[src/rtl/tbl_flush_pkg.sv]
`timescale 1ns/1ps
package tbl_flush_pkg;
    localparam int ENTRY_W   = 72;
    localparam int KIND_LO   = 60;
    localparam int VID_LO    = 48;
    localparam int VID_W     = 12;
    localparam int GROUP_BIT = 40;
    localparam int MAC_W     = 48;
    localparam int PORT_LO   = 66;
    localparam int PMASK_W   = 3;
    localparam int PNUM_W    = 2;

    typedef enum logic [1:0] {
        KIND_FREE      = 2'd0,
        KIND_ADDR      = 2'd1,
        KIND_VLAN      = 2'd2,
        KIND_VLAN_ADDR = 2'd3
    } kind_e;

    typedef enum logic [2:0] {
        ST_IDLE,
        ST_READ,
        ST_EVAL,
        ST_WBACK,
        ST_DONE
    } seq_state_e;
endpackage

[src/rtl/flush_entry_edit.sv]
`timescale 1ns/1ps
module flush_entry_edit
    import tbl_flush_pkg::*;
(
    input  logic [ENTRY_W-1:0] word_in,
    input  logic [PMASK_W-1:0] drop_mask,
    input  logic               grp_only,
    input  logic [VID_W-1:0]   vid_sel,
    output logic [ENTRY_W-1:0] word_out,
    output logic               differs
);
    localparam int NUM_CODES = 1 << PNUM_W;

    logic [1:0]           kind;
    logic                 is_addr;
    logic                 is_group;
    logic                 vid_hit;
    logic                 is_bcast;
    logic [PMASK_W-1:0]   dest;
    logic [PMASK_W-1:0]   remain;
    logic [PNUM_W-1:0]    pnum;
    logic [NUM_CODES-1:0] drop_ext;

    always_comb begin
        kind     = word_in[KIND_LO +: 2];
        is_addr  = (kind == KIND_ADDR) || (kind == KIND_VLAN_ADDR);
        is_group = word_in[GROUP_BIT];
        vid_hit  = (vid_sel == '1) || (word_in[VID_LO +: VID_W] == vid_sel);
        is_bcast = (word_in[MAC_W-1:0] == '1);
        dest     = word_in[PORT_LO +: PMASK_W];
        remain   = dest & ~drop_mask;
        pnum     = word_in[PORT_LO +: PNUM_W];
        drop_ext = NUM_CODES'(drop_mask);
        word_out = word_in;
        if (is_addr) begin
            if (is_group) begin
                if (!grp_only || (vid_hit && !is_bcast)) begin
                    if ((dest & drop_mask) != '0) begin
                        if (remain != '0)
                            word_out[PORT_LO +: PMASK_W] = remain;
                        else
                            word_out[KIND_LO +: 2] = KIND_FREE;
                    end
                end
            end else if (!grp_only) begin
                if (drop_ext[pnum])
                    word_out[KIND_LO +: 2] = KIND_FREE;
            end
        end
        differs = (word_out != word_in);
    end
endmodule

[src/rtl/flush_idx_ctr.sv]
`timescale 1ns/1ps
module flush_idx_ctr #(
    parameter int NUM_ENTRIES = 16,
    parameter int IDX_W       = $clog2(NUM_ENTRIES)
) (
    input  logic             clk,
    input  logic             rst_n,
    input  logic             clr,
    input  logic             inc,
    output logic [IDX_W-1:0] idx,
    output logic             at_last
);
    localparam logic [IDX_W-1:0] LAST_IDX = IDX_W'(NUM_ENTRIES - 1);

    always_ff @(posedge clk) begin
        if (!rst_n)
            idx <= '0;
        else if (clr)
            idx <= '0;
        else if (inc)
            idx <= idx + 1'b1;
    end

    assign at_last = (idx == LAST_IDX);
endmodule

[src/rtl/flush_seq_ctrl.sv]
`timescale 1ns/1ps
module flush_seq_ctrl
    import tbl_flush_pkg::*;
(
    input  logic clk,
    input  logic rst_n,
    input  logic start,
    input  logic at_last,
    output logic accept,
    output logic rd_req,
    output logic eval_cyc,
    output logic wb_cyc,
    output logic step,
    output logic busy,
    output logic done
);
    seq_state_e state_q, state_d;

    always_ff @(posedge clk) begin
        if (!rst_n)
            state_q <= ST_IDLE;
        else
            state_q <= state_d;
    end

    always_comb begin
        state_d = state_q;
        unique case (state_q)
            ST_IDLE:  if (start) state_d = ST_READ;
            ST_READ:  state_d = ST_EVAL;
            ST_EVAL:  state_d = ST_WBACK;
            ST_WBACK: state_d = at_last ? ST_DONE : ST_READ;
            ST_DONE:  state_d = ST_IDLE;
            default:  state_d = ST_IDLE;
        endcase
    end

    always_comb begin
        accept   = 1'b0;
        rd_req   = 1'b0;
        eval_cyc = 1'b0;
        wb_cyc   = 1'b0;
        step     = 1'b0;
        busy     = 1'b0;
        done     = 1'b0;
        unique case (state_q)
            ST_IDLE:  accept = start;
            ST_READ:  begin rd_req = 1'b1;   busy = 1'b1; end
            ST_EVAL:  begin eval_cyc = 1'b1; busy = 1'b1; end
            ST_WBACK: begin wb_cyc = 1'b1;   busy = 1'b1; step = !at_last; end
            ST_DONE:  done = 1'b1;
            default:  ;
        endcase
    end
endmodule

[src/rtl/tbl_flush_seq.sv]
`timescale 1ns/1ps
module tbl_flush_seq
    import tbl_flush_pkg::*;
#(
    parameter int NUM_ENTRIES = 16,
    parameter int IDX_W       = $clog2(NUM_ENTRIES)
) (
    input  logic               clk,
    input  logic               rst_n,
    input  logic               start,
    input  logic               mc_only,
    input  logic [PMASK_W-1:0] flush_mask,
    input  logic [VID_W-1:0]   vlan_sel,
    output logic               busy,
    output logic               done,
    output logic               tbl_rd_en,
    output logic [IDX_W-1:0]   tbl_rd_idx,
    input  logic [ENTRY_W-1:0] tbl_rd_data,
    output logic               tbl_wr_en,
    output logic [IDX_W-1:0]   tbl_wr_idx,
    output logic [ENTRY_W-1:0] tbl_wr_data
);
    logic               accept, eval_cyc, wb_cyc, step, at_last;
    logic [IDX_W-1:0]   idx;
    logic [PMASK_W-1:0] mask_q;
    logic               grp_q;
    logic [VID_W-1:0]   vid_q;
    logic [ENTRY_W-1:0] edited;
    logic               differs;
    logic [ENTRY_W-1:0] wb_data_q;
    logic               wb_chg_q;

    flush_seq_ctrl ctrl_i (
        .clk      (clk),
        .rst_n    (rst_n),
        .start    (start),
        .at_last  (at_last),
        .accept   (accept),
        .rd_req   (tbl_rd_en),
        .eval_cyc (eval_cyc),
        .wb_cyc   (wb_cyc),
        .step     (step),
        .busy     (busy),
        .done     (done)
    );

    flush_idx_ctr #(.NUM_ENTRIES(NUM_ENTRIES), .IDX_W(IDX_W)) ctr_i (
        .clk     (clk),
        .rst_n   (rst_n),
        .clr     (accept),
        .inc     (step),
        .idx     (idx),
        .at_last (at_last)
    );

    flush_entry_edit edit_i (
        .word_in   (tbl_rd_data),
        .drop_mask (mask_q),
        .grp_only  (grp_q),
        .vid_sel   (vid_q),
        .word_out  (edited),
        .differs   (differs)
    );

    always_ff @(posedge clk) begin
        if (!rst_n) begin
            mask_q <= '0;
            grp_q  <= 1'b0;
            vid_q  <= '0;
        end else if (accept) begin
            mask_q <= flush_mask;
            grp_q  <= mc_only;
            vid_q  <= vlan_sel;
        end
    end

    always_ff @(posedge clk) begin
        if (!rst_n) begin
            wb_data_q <= '0;
            wb_chg_q  <= 1'b0;
        end else if (eval_cyc) begin
            wb_data_q <= edited;
            wb_chg_q  <= differs;
        end
    end

    assign tbl_rd_idx  = idx;
    assign tbl_wr_idx  = idx;
    assign tbl_wr_en   = wb_cyc && wb_chg_q;
    assign tbl_wr_data = wb_data_q;
endmodule

[config.mk]
export PLATFORM = sky130hd
export DESIGN_NAME = tbl_flush_seq
export DESIGN_NICKNAME = d
export VERILOG_FILES = /design/src/rtl/tbl_flush_pkg.sv /design/src/rtl/flush_entry_edit.sv /design/src/rtl/flush_idx_ctr.sv /design/src/rtl/flush_seq_ctrl.sv /design/src/rtl/tbl_flush_seq.sv
export SDC_FILE = /design/constraint.sdc
export NUM_CORES = 1
export LEC_CHECK = 0
export ABC_CLOCK_PERIOD_IN_PS = 1500
export CORE_MARGIN = 5
export CORE_UTILIZATION = 38
export CTS_CLUSTER_DIAMETER = 60
export DETAILED_ROUTE_END_ITERATION = 8
export GPL_ROUTABILITY_DRIVEN = 0
export PLACE_DENSITY = 0.88
export REMOVE_ABC_BUFFERS = 1
export SYNTH_ARGS = -nofsm -noshare
export SYNTH_HDL_FRONTEND = slang
export SYNTH_SLANG_ARGS = --single-unit
[constraint.sdc]
create_clock -name clk -period 1.5 [get_ports clk]
set_input_delay 0.45 -clock clk [delete_from_list [all_inputs] [get_ports clk]]
set_output_delay 0.45 -clock clk [all_outputs]
set_load 0.005 [all_outputs]
==> impl_metrics.ini <==
[floorplanning]
start_util_pct = 39.3
fp.dieW_um = 114
num_rows = 37
io_pins = 175
die_h_um = 114
die-area_um2 = 12900
core_um2 = 10400

[synth]
yosys.area.top_type = dfxtp_1
yosys_register_bits = 96
syn_area_per_cell_um2 = 8.36
synthFlopType = dfxtp_1
synth_area_um2 = 4070
yosysMostFrequentCell = nand2_1
netlist.area_leader.share_pct = 47.2
synth.area.top_cells = dfxtp_1 47%, nand2_1 16%, a21boi_0 11%
synthArstFlopShare_pct = 0
yosys_warnings = 0
ys_seq_area_share_pct = 47.2
synth_edf_count = 0
syn_inst = 487
ys_types = 46
synth_common_cells = 175 x nand2_1, 96 x dfxtp_1, 62 x a21boi_0, 21 x a21boi_1, 18 x nand4_1

[pwr]
p_total_mw = 6.42
peakVddDrop_mv = 0.470
p_leak_nw = 3.26
p_per_area_nw_per_um2 = 891

[finish]
finalNetCount = 799
area_delta_synth_final_pct = 77.0
drive_gt1_share_pct = 32.9
utilization_pct = 69.5
diodes = 0
final_area_um2 = 7210

[sta]
rsz0062_at_grt = true
skew_ns = 0.00561
setup_slack_ns = -0.145
period_share_pct = 110
slew_headroom_pct = 69.1
setup_viol = 49
worst_slew_pin_slew_ns = 0.464
hold_viol_final = 0
final_max_slew_viol_count = 0
fin_crit_ns = 1.64
setup_tns_ns = -2.05
fmax_mhz = 608

[placed_design]
dp_hpwl_mm = 9.75
port_buffers = 174
place_area_um2 = 6170

[clocking]
cts_root_buffer = clkbuf_8
cts_buffers = 9
clock_latency_ns = 0.36
htreeDepth = 3
cts_tree = built
cts_buffer_depth = 2
cts.sinks = 96
clk_pin_slew_ns = 0.09
postCtsHoldBufs = 0

[routing]
first_pass_iters = 4
route.detailed.drc = 0
finalWirelength_mm = 15.0
num_vias = 4406
via_per_inst = 5.20
drt_iter0_drc = 230
antenna_left = 0
wl_per_cell_um = 17.7

[global_route]
grt_overflow = 0
grt_max_degree = 42
grt_pass1_wl_mm = 20.9
track_usage_pct = 19.9
grt_pass1_vias = 4275
grt_antenna_before_repair = 1

[outcome]
status = complete, but fails checks
failed_checks = negative setup slack

[job]
maxCapViolations = 0

[worst_setup_path]
worstSetupEndpointType = flip-flop
crit_slowest_cell = a222oi_1
critPathMaxFanout = 4
crit_type = in -> reg
critical_path.max_stage_delay_ns = 0.40
required_ns = 1.74
arrival_ns = 1.89
critPathLaunchType = input port
crit_path_cell_trace = clkdlybuf4s15_1 > a222oi_1 > buf_4 > nor4_2 > and3_1 > a32oi_2 > a31oi_1

[min_path]
hold_path_class = in -> reg
final cells by class:
| class | instances | area (µm²) |
|---|---|---|
| Fill cell | 809 | 3160 |
| Multi-Input combinational cell | 355 | 2430 |
| Timing Repair Buffer | 244 | 2410 |
| Sequential cell | 96 | 1990 |
| Tap cell | 136 | 170 |
| Clock buffer | 13 | 159 |
| Clock inverter | 3 | 40.0 |
| Inverter | 1 | 3.75 |
power by group:
group / switching (mW) / internal, mW
clock: 0.876 / 0.860
combinational: 0.829 / 0.985
sequential: 0.119 / 2.75
total: 1.82 / 4.59
timing repair:
item,in CTS,in global routing
endpoints found under the setup margin,157,76
setup buffers,15,9
gates cloned,1,9
endpoints found under the hold margin,0,0
resized for setup,247,183
pin swaps,29,73
per-layer routing:
metal	track usage, %	vias to the layer above	part of all wire (%)
li1	-	2092	-
met1	22.8	2099	39
met2	35.3	173	51
met3	4.99	40	6.7
met4	7.93	2	3.5
met5	0	-	0.047
placed cells by master, fill, tap and decap left out, types with 10 or more instances in the layout:
| master | count |
|---|---|
| nand4_1 | 18 |
| dlygate4sd2_1 | 118 |
| buf_4 | 42 |
| dfxtp_1 | 50 |
| xnor2_1 | 11 |
| dfxtp_2 | 41 |
| buf_12 | 10 |
| nand2_2 | 10 |
| clkdlybuf4s15_1 | 10 |
| nand2_1 | 142 |
| nand2_4 | 23 |
| a21boi_1 | 53 |
| clkbuf_8 | 11 |
| clkdlybuf4s50_1 | 29 |
| a21boi_2 | 29 |
kinds of logic after synthesis:
kind of cell / synth area share (%)
AND/OR/NAND/NOR: 25.4
flip-flops: 47.2
multiplexers: 0.246
buffers and inverters: 4.43
adder cells (fa/ha/maj): 0.307
AO/OA/AOI/OAI: 19.4
XOR/XNOR: 3.01
worst paths after layout:
check | from | end | slack, ns | cells past startpoint
worst max-delay path | tbl_rd_data[67] | wb_chg_q | -0.14 | 7
worst min-delay path | tbl_rd_data[18] | tbl_wr_data[18] | 0.35 | 3
worst max register to register | mask_q[0] | wb_chg_q | -0.13 | 6
worst min register to register | tbl_wr_data[27] | tbl_wr_data[27] | 0.46 | 2
flip-flops by register name (all words and copies together), names as in the netlist:
register / cells
grp_q: 1
vid_q: 12
wb_chg_q: 1
ctrl_i.state_q: 3
tbl_wr_data: 72
ctr_i.idx: 4
mask_q: 3
metrics by stage:
stage	hold WS, ns	std cells	setup WS [ns]
floorplan	0.451	452	-1.82
global placement	0.441	798	-0.832
detailed placement	0.447	798	-0.860
CTS	0.399	830	-0.143
global route	0.339	848	-0.227
finish	0.348	848	-0.145
worst max-delay path, delay by kind of cell:
kind / cells / cell delay [ns]
AO/OA/AOI/OAI: 3 / 0.78
buffers and inverters: 2 / 0.44
AND/OR/NAND/NOR: 2 / 0.20
No activity file was read; power rests on OpenSTA's default activity.
